**config.mk**
```make
export PLATFORM = sky130hd
export DESIGN_NAME = sysreg_bank_ctrl
export DESIGN_NICKNAME = d
export VERILOG_FILES = /design/src/rtl/sysreg_pkg.sv /design/src/rtl/sysreg_decode.sv /design/src/rtl/sysreg_access_arb.sv /design/src/rtl/sysreg_bank_store.sv /design/src/rtl/sysreg_bank_ctrl.sv
export SDC_FILE = /design/constraint.sdc
export NUM_CORES = 1
export LEC_CHECK = 0
export BUFFER_PORTS_ARGS = -buffer_cell sky130_fd_sc_hd__buf_2
export CORE_ASPECT_RATIO = 1.75
export CORE_MARGIN = 4
export CORE_UTILIZATION = 57
export CTS_BUF_LIST = sky130_fd_sc_hd__clkbuf_16
export DETAILED_ROUTE_END_ITERATION = 16
export MAX_ROUTING_LAYER = met4
export PLACE_DENSITY = 0.85
export SLEW_MARGIN = 10
export SYNTH_ARGS = -nofsm -noshare
export SYNTH_HDL_FRONTEND = slang
export SYNTH_SLANG_ARGS = --single-unit
```
**constraint.sdc**
```tcl
create_clock -name clk_i -period 1.36 [get_ports clk_i]
set_input_delay 0.068 -clock clk_i [delete_from_list [all_inputs] [get_ports clk_i]]
set_output_delay 0.068 -clock clk_i [all_outputs]
set_load 0.05 [all_outputs]
```
**src/rtl/sysreg_pkg.sv**
```systemverilog
package sysreg_pkg;
  localparam int unsigned DATA_W = 32;
  localparam int unsigned SYND_W = 6;
  localparam int unsigned N_BANK = 2;

  localparam logic [SYND_W-1:0] SYND_CP_ACC = 6'h03;

  typedef enum logic [1:0] {
    RES_NONE  = 2'b00,
    RES_OK    = 2'b01,
    RES_UNDEF = 2'b10,
    RES_TRAP  = 2'b11
  } res_e;

  typedef enum logic [0:0] {
    BANK_NS  = 1'b0,
    BANK_SEC = 1'b1
  } bank_e;

  typedef struct packed {
    logic       valid;
    logic       write;
    logic [1:0] priv;
    logic       ns;
  } acc_t;

  typedef struct packed {
    logic el2_en;
    logic el2_a32;
    logic banked;
    logic cp10_trap;
    logic vm_rd_trap;
    logic vm_wr_trap;
    logic sec_dis;
  } ctl_t;
endpackage

```
**src/rtl/sysreg_decode.sv**
```systemverilog
module sysreg_decode #(
  parameter logic [3:0] CP_NUM = 4'd15,
  parameter logic [2:0] OP1    = 3'd0,
  parameter logic [3:0] CRN    = 4'd10,
  parameter logic [3:0] CRM    = 4'd2,
  parameter logic [2:0] OP2    = 3'd1
) (
  input  logic       valid_i,
  input  logic [3:0] cp_num_i,
  input  logic [2:0] op1_i,
  input  logic [3:0] crn_i,
  input  logic [3:0] crm_i,
  input  logic [2:0] op2_i,
  output logic       hit_o
);
  logic [4:0] fld_match;

  always_comb begin
    fld_match[0] = (cp_num_i == CP_NUM);
    fld_match[1] = (op1_i    == OP1);
    fld_match[2] = (crn_i    == CRN);
    fld_match[3] = (crm_i    == CRM);
    fld_match[4] = (op2_i    == OP2);
  end

  assign hit_o = valid_i & (&fld_match);
endmodule

```
**src/rtl/sysreg_access_arb.sv**
```systemverilog
module sysreg_access_arb
  import sysreg_pkg::*;
(
  input  acc_t  acc_i,
  input  ctl_t  ctl_i,
  output res_e  res_o,
  output bank_e bank_o,
  output logic  trap_hyp_o
);
  logic sec_side;

  assign sec_side = ~acc_i.ns;

  always_comb begin
    res_o      = RES_NONE;
    bank_o     = BANK_NS;
    trap_hyp_o = 1'b0;
    if (acc_i.valid) begin
      unique case (acc_i.priv)
        2'd0: res_o = RES_UNDEF;
        2'd1: begin
          if (ctl_i.el2_en && ctl_i.cp10_trap) begin
            res_o = RES_TRAP;
          end else if (!acc_i.write && ctl_i.el2_en && ctl_i.vm_rd_trap) begin
            res_o = RES_TRAP;
          end else if (acc_i.write && ctl_i.banked && sec_side && ctl_i.sec_dis) begin
            res_o = RES_UNDEF;
          end else if (acc_i.write && ctl_i.el2_en && ctl_i.vm_wr_trap) begin
            res_o = RES_TRAP;
          end else begin
            res_o  = RES_OK;
            bank_o = (ctl_i.banked && sec_side) ? BANK_SEC : BANK_NS;
          end
          trap_hyp_o = (res_o == RES_TRAP) & ctl_i.el2_a32;
        end
        2'd2: begin
          res_o  = RES_OK;
          bank_o = BANK_NS;
        end
        default: begin
          if (acc_i.write && sec_side && ctl_i.sec_dis) begin
            res_o = RES_UNDEF;
          end else begin
            res_o  = RES_OK;
            bank_o = sec_side ? BANK_SEC : BANK_NS;
          end
        end
      endcase
    end
  end
endmodule

```
**src/rtl/sysreg_bank_store.sv**
```systemverilog
module sysreg_bank_store
  import sysreg_pkg::*;
#(
  parameter int unsigned W     = DATA_W,
  parameter int unsigned BANKS = N_BANK,
  localparam int unsigned SEL_W = (BANKS > 1) ? $clog2(BANKS) : 1
) (
  input  logic             clk_i,
  input  logic             rst_ni,
  input  logic             we_i,
  input  logic [SEL_W-1:0] sel_i,
  input  logic [W-1:0]     wdata_i,
  output logic [W-1:0]     rdata_o
);
  logic [W-1:0] bank_q [BANKS];

  for (genvar b = 0; b < BANKS; b++) begin : g_bank
    logic hit_we;
    assign hit_we = we_i && (sel_i == SEL_W'(b));
    always_ff @(posedge clk_i or negedge rst_ni) begin
      if (!rst_ni) bank_q[b] <= '0;
      else if (hit_we) bank_q[b] <= wdata_i;
    end
  end

  assign rdata_o = bank_q[sel_i];
endmodule

```
**src/rtl/sysreg_bank_ctrl.sv**
```systemverilog
module sysreg_bank_ctrl
  import sysreg_pkg::*;
(
  input  logic              clk_i,
  input  logic              rst_ni,
  input  logic              req_valid_i,
  input  logic              req_write_i,
  input  logic [3:0]        cp_num_i,
  input  logic [2:0]        op1_i,
  input  logic [3:0]        crn_i,
  input  logic [3:0]        crm_i,
  input  logic [2:0]        op2_i,
  input  logic [DATA_W-1:0] wdata_i,
  input  logic [1:0]        priv_lvl_i,
  input  logic              ns_i,
  input  logic              el2_en_i,
  input  logic              el2_a32_i,
  input  logic              el3_present_i,
  input  logic              el3_a32_i,
  input  logic              hyp_cp10_trap_i,
  input  logic              trap_vm_rd_i,
  input  logic              trap_vm_wr_i,
  input  logic              sec_wr_dis_i,
  input  logic              sec_wr_dis2_i,
  output logic [1:0]        result_o,
  output logic [SYND_W-1:0] syndrome_o,
  output logic              trap_hyp_o,
  output logic [DATA_W-1:0] rdata_o
);
  logic              hit;
  acc_t              acc;
  ctl_t              ctl;
  res_e              res;
  bank_e             bank;
  logic              trap_hyp;
  logic [DATA_W-1:0] store_rd;

  sysreg_decode u_dec (
    .valid_i (req_valid_i),
    .cp_num_i(cp_num_i),
    .op1_i   (op1_i),
    .crn_i   (crn_i),
    .crm_i   (crm_i),
    .op2_i   (op2_i),
    .hit_o   (hit)
  );

  always_comb begin
    acc.valid      = hit;
    acc.write      = req_write_i;
    acc.priv       = priv_lvl_i;
    acc.ns         = ns_i;
    ctl.el2_en     = el2_en_i;
    ctl.el2_a32    = el2_a32_i;
    ctl.banked     = el3_present_i & el3_a32_i;
    ctl.cp10_trap  = hyp_cp10_trap_i;
    ctl.vm_rd_trap = trap_vm_rd_i;
    ctl.vm_wr_trap = trap_vm_wr_i;
    ctl.sec_dis    = sec_wr_dis_i | sec_wr_dis2_i;
  end

  sysreg_access_arb u_arb (
    .acc_i     (acc),
    .ctl_i     (ctl),
    .res_o     (res),
    .bank_o    (bank),
    .trap_hyp_o(trap_hyp)
  );

  sysreg_bank_store #(.W(DATA_W), .BANKS(N_BANK)) u_store (
    .clk_i  (clk_i),
    .rst_ni (rst_ni),
    .we_i   ((res == RES_OK) && req_write_i),
    .sel_i  (bank),
    .wdata_i(wdata_i),
    .rdata_o(store_rd)
  );

  always_ff @(posedge clk_i or negedge rst_ni) begin
    if (!rst_ni) begin
      result_o   <= RES_NONE;
      syndrome_o <= '0;
      trap_hyp_o <= 1'b0;
      rdata_o    <= '0;
    end else begin
      result_o   <= res;
      syndrome_o <= (res == RES_TRAP) ? SYND_CP_ACC : '0;
      trap_hyp_o <= trap_hyp;
      rdata_o    <= ((res == RES_OK) && !req_write_i) ? store_rd : '0;
    end
  end


  undecoded_idle_chk: assert property (@(posedge clk_i) disable iff (!rst_ni)
    !hit |=> result_o == RES_NONE);

  lvl0_undef_chk: assert property (@(posedge clk_i) disable iff (!rst_ni)
    hit && priv_lvl_i == 2'd0 |=> result_o == RES_UNDEF);

  cp10_trap_chk: assert property (@(posedge clk_i) disable iff (!rst_ni)
    hit && priv_lvl_i == 2'd1 && el2_en_i && hyp_cp10_trap_i
      |=> result_o == RES_TRAP && syndrome_o == SYND_CP_ACC);

  lvl2_ok_chk: assert property (@(posedge clk_i) disable iff (!rst_ni)
    hit && priv_lvl_i == 2'd2 |=> result_o == RES_OK);

  lvl3_read_ok_chk: assert property (@(posedge clk_i) disable iff (!rst_ni)
    hit && priv_lvl_i == 2'd3 && !req_write_i |=> result_o == RES_OK);

  rdata_gate_chk: assert property (@(posedge clk_i) disable iff (!rst_ni)
    result_o != RES_OK |-> rdata_o == '0);

  synd_gate_chk: assert property (@(posedge clk_i) disable iff (!rst_ni)
    result_o != RES_TRAP |-> syndrome_o == '0);

  no_write_stable_chk: assert property (@(posedge clk_i) disable iff (!rst_ni)
    !(hit && req_write_i) |=> $stable(u_store.bank_q[0]) && $stable(u_store.bank_q[1]));
endmodule

```
After elaboration in Yosys (flattened, before gate mapping)
Cells that the tools add are included.
{ "totals": {"ff_bits": 101, "inputBits": 66} }
{ "classes": {"n_lt_le_gt_ge": 1, "n_eq_ne": 9, "muxes": 25, "n_bitwise": 7, "reduce_logical": 20} }
{ "op_table": {"columns": ["operator", "count"], "rows": [
  ["$mux W32", 4],
  ["$mux W2", 9],
  ["$logic_and A1 B1 Y1", 15],
  ["$mux W1", 10],
  ["$eq A4 B4 Y1 const B", 2],
  ["$eq A2 B2 Y1 const B", 3],
  ["$pmux W2 S3", 1],
  ["$reduce_and A5 Y1", 1],
  ["$eq A2 B1 Y1 const B", 2],
  ["$eq A4 B2 Y1 const B", 1],
  ["$and A1 B1 Y1", 3],
  ["$eq A3 B1 Y1 const B", 1],
  ["$logic_not A3 Y1", 1],
  ["$ge A2 B2 Y1 const B", 1],
  ["$logic_not A2 Y1", 1],
  ["$not A1 Y1", 2],
  ["$not A1 Y2", 1],
  ["$pmux W1 S2", 1],
  ["$reduce_or A2 Y1", 1],
  ["$logic_not A1 Y1", 1],
  ["$or A1 B1 Y1", 1]
]} }

Longest topological paths before layout
Gate-level depths: netlist (run 1).
{ "logic_depth": {"word_depth": 14, "depth_mapped": 7, "depth_no_buf": 5} }

Hierarchy
From an unflattened synthesis (run 1), not the netlist that was laid out.
{ "hier_totals": {"hier_cells": 291, "area_unflattened_um2": 4403.0} }
{ "modules_own_cells": {"columns": ["module", "instances", "cells_per_inst", "area_each_um2", "seq_area_each_um2"], "rows": [
  ["sysreg_bank_store", 1, 173, 2776.4, 1601.5],
  ["sysreg_bank_ctrl", 1, 87, 1410.1, 900.9],
  ["sysreg_access_arb", 1, 23, 153.9, 0.0],
  ["sysreg_decode", 1, 8, 62.6, 0.0]
]} }

Worst setup path after synthesis (run 1)
Ideal clock, no wire load.
{ "synth_timing": {"kind": "input to register", "from": "in crm_i[0]", "to": "reg u_store.bank_q[32] (netlist bit)", "setup_time_ns": 0.125, "arrival_time_ns": 1.646, "required_ns": 1.235, "path_slack_ns": -0.411, "stages": 6, "path_cell_list": "or4b_4 > nor4_4 > and3_2 > nand4_4 > buf_6 > mux2_4"} }
{ "synth_via": {"elab_chain_cells": 7} }
{ "synth_rtl": {"columns": ["element", "line", "rtl"], "rows": [
  ["start: declaration", "sysreg_bank_ctrl.sv:11", "input logic [3:0] crm_i,"],
  ["$eq A4 B2 Y1 *", "sysreg_decode.sv:22", "fld_match[3] = (crm_i == CRM);"],
  ["$reduce_and A5 Y1 *", "sysreg_decode.sv:26", "assign hit_o = valid_i & (&fld_match);"],
  ["$and A1 B1 Y1 *", "sysreg_decode.sv:26", null],
  ["$mux W2", "sysreg_access_arb.sv:18", "if (acc_i.valid) begin"],
  ["$eq A2 B1 Y1", "sysreg_bank_ctrl.sv:73", ".we_i ((res == RES_OK) && req_write_i),"],
  ["$logic_and A1 B1 Y1", "sysreg_bank_ctrl.sv:73", null],
  ["$logic_and A1 B1 Y1 *", "sysreg_bank_store.sv:19", "assign hit_we = we_i && (sel_i == SEL_W'(b));"],
  ["end signal: indexed assignment", "sysreg_bank_store.sv:22", "else if (hit_we) bank_q[b] <= wdata_i;"],
  ["end: declaration", "sysreg_bank_store.sv:15", "logic [W-1:0] bank_q [BANKS];"]
]} }
Mark *: on every way between the ends. The rest lies on a longest branch, timed or not.
A chain may end at the register's enable or synchronous reset.

Final worst setup path (run 1)
{ "layout_timing": {"from": "in crm_i[0]", "to": "reg rdata_o[21]"} }
{ "layout_via": {"elab_chain_cells": 9} }
{ "layout_rtl": {"columns": ["element", "line", "rtl"], "rows": [
  ["$eq A4 B2 Y1 *", "sysreg_decode.sv:22", null],
  ["$reduce_and A5 Y1 *", "sysreg_decode.sv:26", null],
  ["$and A1 B1 Y1 *", "sysreg_decode.sv:26", null],
  ["$mux W1", "sysreg_access_arb.sv:18", null],
  ["$not A1 Y2 (implied by the code)", "sysreg_bank_store.sv:26", "assign rdata_o = bank_q[sel_i];"],
  ["$mux W32 (implied by the code) (3 in series)", "sysreg_bank_store.sv:26", null],
  ["$mux W32 *", "sysreg_bank_ctrl.sv:89", "rdata_o <= ((res == RES_OK) && !req_write_i) ? store_rd : '0;"],
  ["end signal: assignment", "sysreg_bank_ctrl.sv:89", null],
  ["end: declaration", "sysreg_bank_ctrl.sv:28", "output logic [DATA_W-1:0] rdata_o"]
]} }
Mark *: on every way between the ends. The rest lies on a longest branch, timed or not. The select of a mux whose other input is x is not followed.

==> flow_summary_export.csv, run 1 <==
group,metric,value,unit
critical_path,critical_path.cell_chain,"buf_6 -> or4b_4 -> nor4_4 -> nand3_2 -> or3b_4 -> buf_4 -> buf_12 -> nor2_4",
timing,max_clock_freq,0.615,GHz
cts,clk-insertion-delay-late,340,ps
placed_design,numPortBuffers,102,
timing,timing.final.setup_violations,96,
synthesis,syn-mean-instance-area,14.7,µm²
route,via_per_inst,5.40,
floorplan,fp.dieArea,8910,µm²
hold_path,hold_path_class,"in2reg",
layout,layout.nets,513,
floorplan,die_height,122,µm
cts,tritoncts,"yes",
critical_path,cp_num_buf_inv,3,
critical_path,required_worst_endpoint,1630,ps
critical_path,path_class,"in2reg",
grt,gr-total-overflow,0,
timing,finalHoldViolations,0,
power_and_ir_drop,leakage,0.00320,µW
route,detailroute.via_count,2888,
layout,layout-drive-gt1-share,0.546,
layout,n_fill_cell,390,
synthesis,yosys-mux-area-fraction,0.276,
cts,cts_root_buf,"clkbuf_16",
synthesis,syn-cell-area,4230,µm²
grt,grtUsageTotal,0.230,
critical_path,setup.worst_path.start_class,"primary input",
route,dr.pass1.iters,4,
layout,antenna_cells,0,
layout,area_delta_synth_final,39.2,%
placed_design,place_congestion,0.803,
critical_path,critical_path.slowest_cell,"or4b_4",
floorplan,die_x,73.1,µm
cts,cts.sinks,100,
synthesis,dominant_combinational_cell_family_by_area_after_synthesis,"multiplexers",
synthesis,synth-simple-area-share,0.0746,
cts,tritoncts.num_buffers,9,
floorplan,initial_utilization,0.584,
grt,vias_in_the_first_global_route,3036,
floorplan,core_area,7230,µm²
synthesis,seq_area_frac_synth,0.592,
outcome,status,"finished with violations",
cts,htreeDepth,3,
job,drv.max_cap_violation_count,0,
critical_path,critPathArrivalTime,1890,ps
cts,cts.path.max_buffers,2,
synthesis,ys_warn_count,0,
synthesis,synthCells,287,
timing,report.final.slew_viol_count,0,
timing,fin_ws,-266,ps
route,postRouteAntennaNets,0,
grt,grt_antenna_before_repair,0,
floorplan,ios,107,
route,detail_route.wirelength,9.92,mm
critical_path,critical_path.max_fanout,5,
power_and_ir_drop,power,5930,µW
synthesis,synth-xor-area-share,0,
route,drt_iter0_drc,108,
placed_design,dp.final_hpwl,5.88,mm
timing,post-route-period-util,1.20,
synthesis,synth_seq_cells,100,
timing,grt_setup_unrepaired,"true",
layout,final_util,0.813,
synthesis,synthDistinctLibCells,35,
timing,finalWorstPathRequiredPeriod,1630,ps
critical_path,worst_path_largest_cell_delay,530,ps
timing,finClkSkew,4.96,ps
grt,grt_first_pass_wirelength,14.9,mm
route,residual_drc_count,0,
placed_design,dp_worst_setup_slack,-601,ps
critical_path,critical_path.top_delay_family,"simple AND/OR/NAND/NOR gates",
outcome,failed_checks,"negative setup slack",
grt,grt_start_max_net_pins,35,
synthesis,synth_adder_area_share,0,
critical_path,cp-end-kind,"flop",
route,drt-wirelength-per-cell,18.5,µm
synthesis,synth_compound_gate_area_share,0.0169,
power_and_ir_drop,vdd.ir_drop.worst,695,µV
cts,path_clk_slew,60,ps
placed_design,placed_cell_area,4910,µm²
layout,post-route-cell-area,5880,µm²
floorplan,row_count,41,
power_and_ir_drop,p_per_area,1010,nW/µm²
## placed cells by master, fill, tap and decap left out, drive strengths merged, types with 3 or more instances in the layout
master / count
buf: 129
dfrtp: 100
mux2: 65
nor2: 35
dlygate4sd3: 34
mux2i: 32
clkbuf: 10
nand2: 4
conb: 4
o21ai: 4
nor3: 3
a21oi: 3
nand4: 3
nand3: 3
## synth_stat cells
cell	n	area share
a211o_1	1	0.0021
a211oi_1	1	0.0018
a211oi_2	1	0.0030
a21oi_1	3	0.0036
and3_2	1	0.0018
buf_2	3	0.0036
buf_4	8	0.014
buf_6	4	0.011
buf_8	3	0.011
conb_1	1	0.00089
dfrtp_1	100	0.59
inv_1	1	0.00089
mux2_1	1	0.0027
mux2_2	34	0.091
mux2_4	30	0.11
mux2i_1	32	0.076
nand2_1	4	0.0036
nand2b_1	2	0.0030
nand3_1	2	0.0024
nand3_2	1	0.0024
nand3b_1	1	0.0018
nand4_1	2	0.0030
nand4_4	1	0.0050
nor2_1	34	0.030
nor2_2	1	0.0015
nor2b_1	2	0.0030
nor3_1	3	0.0036
nor3b_1	1	0.0018
nor4_1	1	0.0015
nor4_4	1	0.0050
o21a_1	1	0.0018
o21ai_0	3	0.0036
o21ai_1	1	0.0012
or3b_1	1	0.0021
or4b_4	1	0.0033
## kinds of logic (layout without fill, tap and decap cells)
logic type	count (synthesis)	in the layout
AND/OR/NAND/NOR	59	59
other	1	4
AO/OA/AOI/OAI	11	11
flip-flops	100	100
buffers and inverters	19	178
multiplexers	97	97
## stage by stage
stage / instances / TNS [ps] / hold WS (ps)
after floorplan: 290 / -36810 / -228
after global placement: 481 / -50060 / -0.231
after detailed placement: 481 / -52540 / 7.34
after CTS: 531 / -18870 / 21.3
after global routing: 535 / -28210 / 29.0
final: 535 / -20690 / 31.9
## registers in the layout, indices dropped and copies added, names as in the netlist
register	cells
u_store.bank_q	64
rdata_o	32
syndrome_o	1
trap_hyp_o	1
result_o	2
## path summary, 6_finish.rpt
kind                                     from            endpoint  slack, ps  cells after the start
min in group asynchronous              rst_ni  u_store.bank_q[35]        210                      2
setup reg to reg           u_store.bank_q[35]          rdata_o[3]        390                      2
max in group asynchronous              rst_ni  u_store.bank_q[11]        500                      3
hold reg to reg            u_store.bank_q[19]  u_store.bank_q[19]        510                      1
hold / removal                  priv_lvl_i[0]          trap_hyp_o         30                      3
setup / recovery                     crm_i[0]         rdata_o[21]       -270                      8
## metal layers
layer,global-route usage,up-vias,part of all wire
li1,-,1303,-
met1,0.272,1476,0.38
met2,0.391,97,0.55
met3,0.0421,12,0.054
met4,0.0751,0,0.015
met5,-,-,0
## final cells by class
cell class / count / area (µm²) / share of cell area
Sequential cell: 100 / 2500 / 0.425
Clock buffer: 9 / 225 / 0.0383
Inverter: 1 / 3.75 / 0.000638
Multi-Input combinational cell: 171 / 1760 / 0.298
Clock inverter: 4 / 68.8 / 0.0117
Timing Repair Buffer: 164 / 1220 / 0.207
Tap cell: 86 / 108 / 0.0183
## worst min-delay path, stage by stage
cell,delay [ps]
buf_2,120
nand3b_1,80
nor3_1,50
## power by group
group | internal [µW] | leakage (µW) | switching, µW | total [µW]
Combinational | 197 | 0.00166 | 200 | 396
Clock | 1570 | 0.000148 | 988 | 2560
Sequential | 2970 | 0.00140 | 0.0224 | 2970
## timing repair
action	4_1_cts	5_1_grt
buffers inserted	1	3
hold buffers	34	0
gates resized for setup	20	41
setup endpoints to repair	96	96
cloned	2	1
pin swaps	3	1
endpoints found under the hold margin	119	0
(Power assumes the default switching activity.)
==> inputs of run 2 (changes only) <==
--- a/config.mk
+++ b/config.mk
@@ -8,11 +8,11 @@
 export BUFFER_PORTS_ARGS = -buffer_cell sky130_fd_sc_hd__buf_2
 export CORE_ASPECT_RATIO = 1.75
 export CORE_MARGIN = 4
-export CORE_UTILIZATION = 57
+export CORE_UTILIZATION = 55
 export CTS_BUF_LIST = sky130_fd_sc_hd__clkbuf_16
 export DETAILED_ROUTE_END_ITERATION = 16
 export MAX_ROUTING_LAYER = met4
-export PLACE_DENSITY = 0.85
+export PLACE_DENSITY = 0.82
 export SLEW_MARGIN = 10
 export SYNTH_ARGS = -nofsm -noshare
 export SYNTH_HDL_FRONTEND = slang
==> run 2 against run 1 <==
  * The flow still finishes with violations (negative setup slack)
  * Non-clock buffer count decreased by 5
  * Setup slack improved by 42 ps
  * Critical path depth decreased by 1
  * Cell count unchanged
  * Clock skew increased by 1.9 ps
  * Sequential power about the same
  * Total power increased by 0.77%
  * Clock power increased by 2%
  * Hold slack improved by 14 ps
  * Combinational power about the same
  * Flip-flop and latch count unchanged
  * Cell area decreased by 2.2%
  * Critical path type unchanged
  * Critical endpoint is now u_store.bank_q[19]
  * Highest routed layer unchanged
==> flow_summary_export.csv, run 2 (synthesis results as in run 1) <==
group,metric,value,unit
timing,timing.final.setup_violations,96,
floorplan,initial_utilization,0.562,
placed_design,numPortBuffers,102,
layout,max_flop_register,"u_store.bank_q",
power_and_ir_drop,power.share.combinational,0.066,
grt,grt_first_pass_wirelength,14.1,mm
placed_design,dp.final_hpwl,5.63,mm
timing,grt_setup_unrepaired,"true",
floorplan,die_x,74.3,µm
grt,grt_start_max_net_pins,48,
cts,cts_root_buf,"clkbuf_16",
critical_path,critical_path.cell_chain,"buf_6 -> or4b_4 -> nor4_4 -> nand4_1 -> nor2_4 -> buf_12 -> mux2_2",
route,postRouteAntennaNets,0,
power_and_ir_drop,sequentialPowerShare,0.497,
power_and_ir_drop,power_frac_clock,0.436,
timing,finalHoldViolations,0,
hold_path,hold_path_class,"in2reg",
critical_path,critical_path.max_fanout,22,
floorplan,row_count,42,
power_and_ir_drop,leakage,0.00315,µW
layout,multi_input_comb_area,1700,µm²
layout,area_delta_synth_final,36.1,%
placed_design,placed_cell_area,4920,µm²
outcome,status,"finished with violations",
layout,n_fill_cell,470,
cts,cts.path.max_buffers,2,
placed_design,placed_instances,480,
floorplan,core_area,7510,µm²
cts,clk-insertion-delay-late,350,ps
floorplan,die_height,124,µm
critical_path,critical_path.slowest_cell,"or4b_4",
critical_path,setup.worst_path.start_class,"primary input",
layout,layout.nets,508,
layout,final_util,0.766,
route,top_signal_layer_used,"met4",
route,drt_iter0_drc,116,
layout,antenna_cells,0,
layout,post-route-cell-area,5750,µm²
critical_path,required_worst_endpoint,1590,ps
route,wl_met1,3.64,mm
grt,grt_antenna_before_repair,0,
critical_path,worst_path_largest_cell_delay,530,ps
timing,finClkSkew,6.85,ps
critical_path,cp_num_buf_inv,2,
power_and_ir_drop,power,5970,µW
outcome,failed_checks,"negative setup slack",
route,dr.pass1.iters,4,
route,residual_drc_count,0,
cts,tritoncts,"yes",
placed_design,place_congestion,0.805,
power_and_ir_drop,cellInternalPower,4620,µW
layout,final-seq-area,2500,µm²
cts,path_clk_slew,70,ps
timing,finalWorstPathRequiredPeriod,1580,ps
route,routed-wl-met2,4.89,mm
power_and_ir_drop,vdd.ir_drop.worst,891,µV
critical_path,critPathArrivalTime,1810,ps
cts,htreeDepth,3,
timing,max_clock_freq,0.631,GHz
layout,layout-drive-gt1-share,0.532,
floorplan,ios,107,
layout,final_cell_mix,"100 x buf_2, 100 x dfrtp_1, 35 x mux2_4, 35 x dlygate4sd3_1, 32 x mux2i_1",
layout,layout_top_registers,"u_store.bank_q x64, rdata_o x32, result_o x2",
grt,gr-total-overflow,0,
critical_path,critical_path.top_delay_family,"simple AND/OR/NAND/NOR gates",
power_and_ir_drop,power_switching,1350,µW
layout,layout.cells.non_filler,535,
route,detailroute.via_count,2764,
floorplan,fp.dieArea,9210,µm²
grt,vias_in_the_first_global_route,2918,
timing,fin_ws,-224,ps
route,detail_route.wirelength,9.18,mm
route,drt-wirelength-per-cell,17.2,µm
power_and_ir_drop,power.share.switching,0.226,
power_and_ir_drop,p_per_area,1040,nW/µm²
timing,post-route-period-util,1.16,
cts,tritoncts.num_buffers,9,
critical_path,path_class,"in2reg",
layout,largest_register_ffs,64,
timing,report.final.slew_viol_count,0,
job,drv.max_cap_violation_count,0,
grt,grtUsageTotal,0.212,
critical_path,cp-end-kind,"flop",
route,routed-wl-met3,426,µm
route,via_per_inst,5.17,
cts,cts.sinks,100,
run 2: final timing paths:
check / start / endpoint / slack, ps / cells past startpoint
max: crm_i[0] / u_store.bank_q[19] / -220 / 7
min in group asynchronous: rst_ni / rdata_o[30] / 170 / 2
max reg2reg: u_store.bank_q[34] / rdata_o[2] / 520 / 2
max in group asynchronous: rst_ni / rdata_o[5] / 630 / 3
min reg2reg: u_store.bank_q[12] / u_store.bank_q[12] / 510 / 1
min: priv_lvl_i[0] / syndrome_o[0] / 50 / 4
run 2: power by group through the flow:
stage | Clock, µW | Combinational [µW] | Sequential, µW
floorplan | 0 | 105 | 3030
global placement | 0 | 311 | 3030
detailed placement | 0 | 320 | 3030
CTS | 2640 | 401 | 2970
global route | 2770 | 438 | 2970
finish | 2610 | 397 | 2970
run 2: cell type report:
class,instances,share of cell area
Sequential cell,100,0.435
Multi-Input combinational cell,171,0.295
Timing Repair Buffer,159,0.197
Clock buffer,9,0.0391
Tap cell,88,0.0191
Clock inverter,7,0.0139
Inverter,1,0.000652
run 2: layer usage:
layer | vias up | GRT usage
li1 | 1298 | -
met1 | 1364 | 0.248
met2 | 85 | 0.353
met3 | 17 | 0.0493
met4 | 0 | 0.0791
met5 | - | -
run 2: timing repair:
action                                  in CTS  in global routing
buffers inserted                             1                  0
cloned                                       1                  2
gates resized for setup                     11                 29
hold buffers                                35                  0
hold endpoints to repair                   117                  0
endpoints found under the setup margin      96                 96
run 2: metrics by stage:
stage	hold slack, ps	TNS [ps]	setup slack, ps
global placement	5.27	-49620	-566
detailed placement	16.5	-51840	-602
global route	58.8	-23040	-282
CTS	42.4	-16170	-223
finish	46.2	-18090	-224
floorplan	-228	-36810	-410
run 2: tightest hold or removal path, cell delays in order:
cell      delay (ps)
buf_2            110
inv_1             60
nand2_1           60
a211oi_1          60
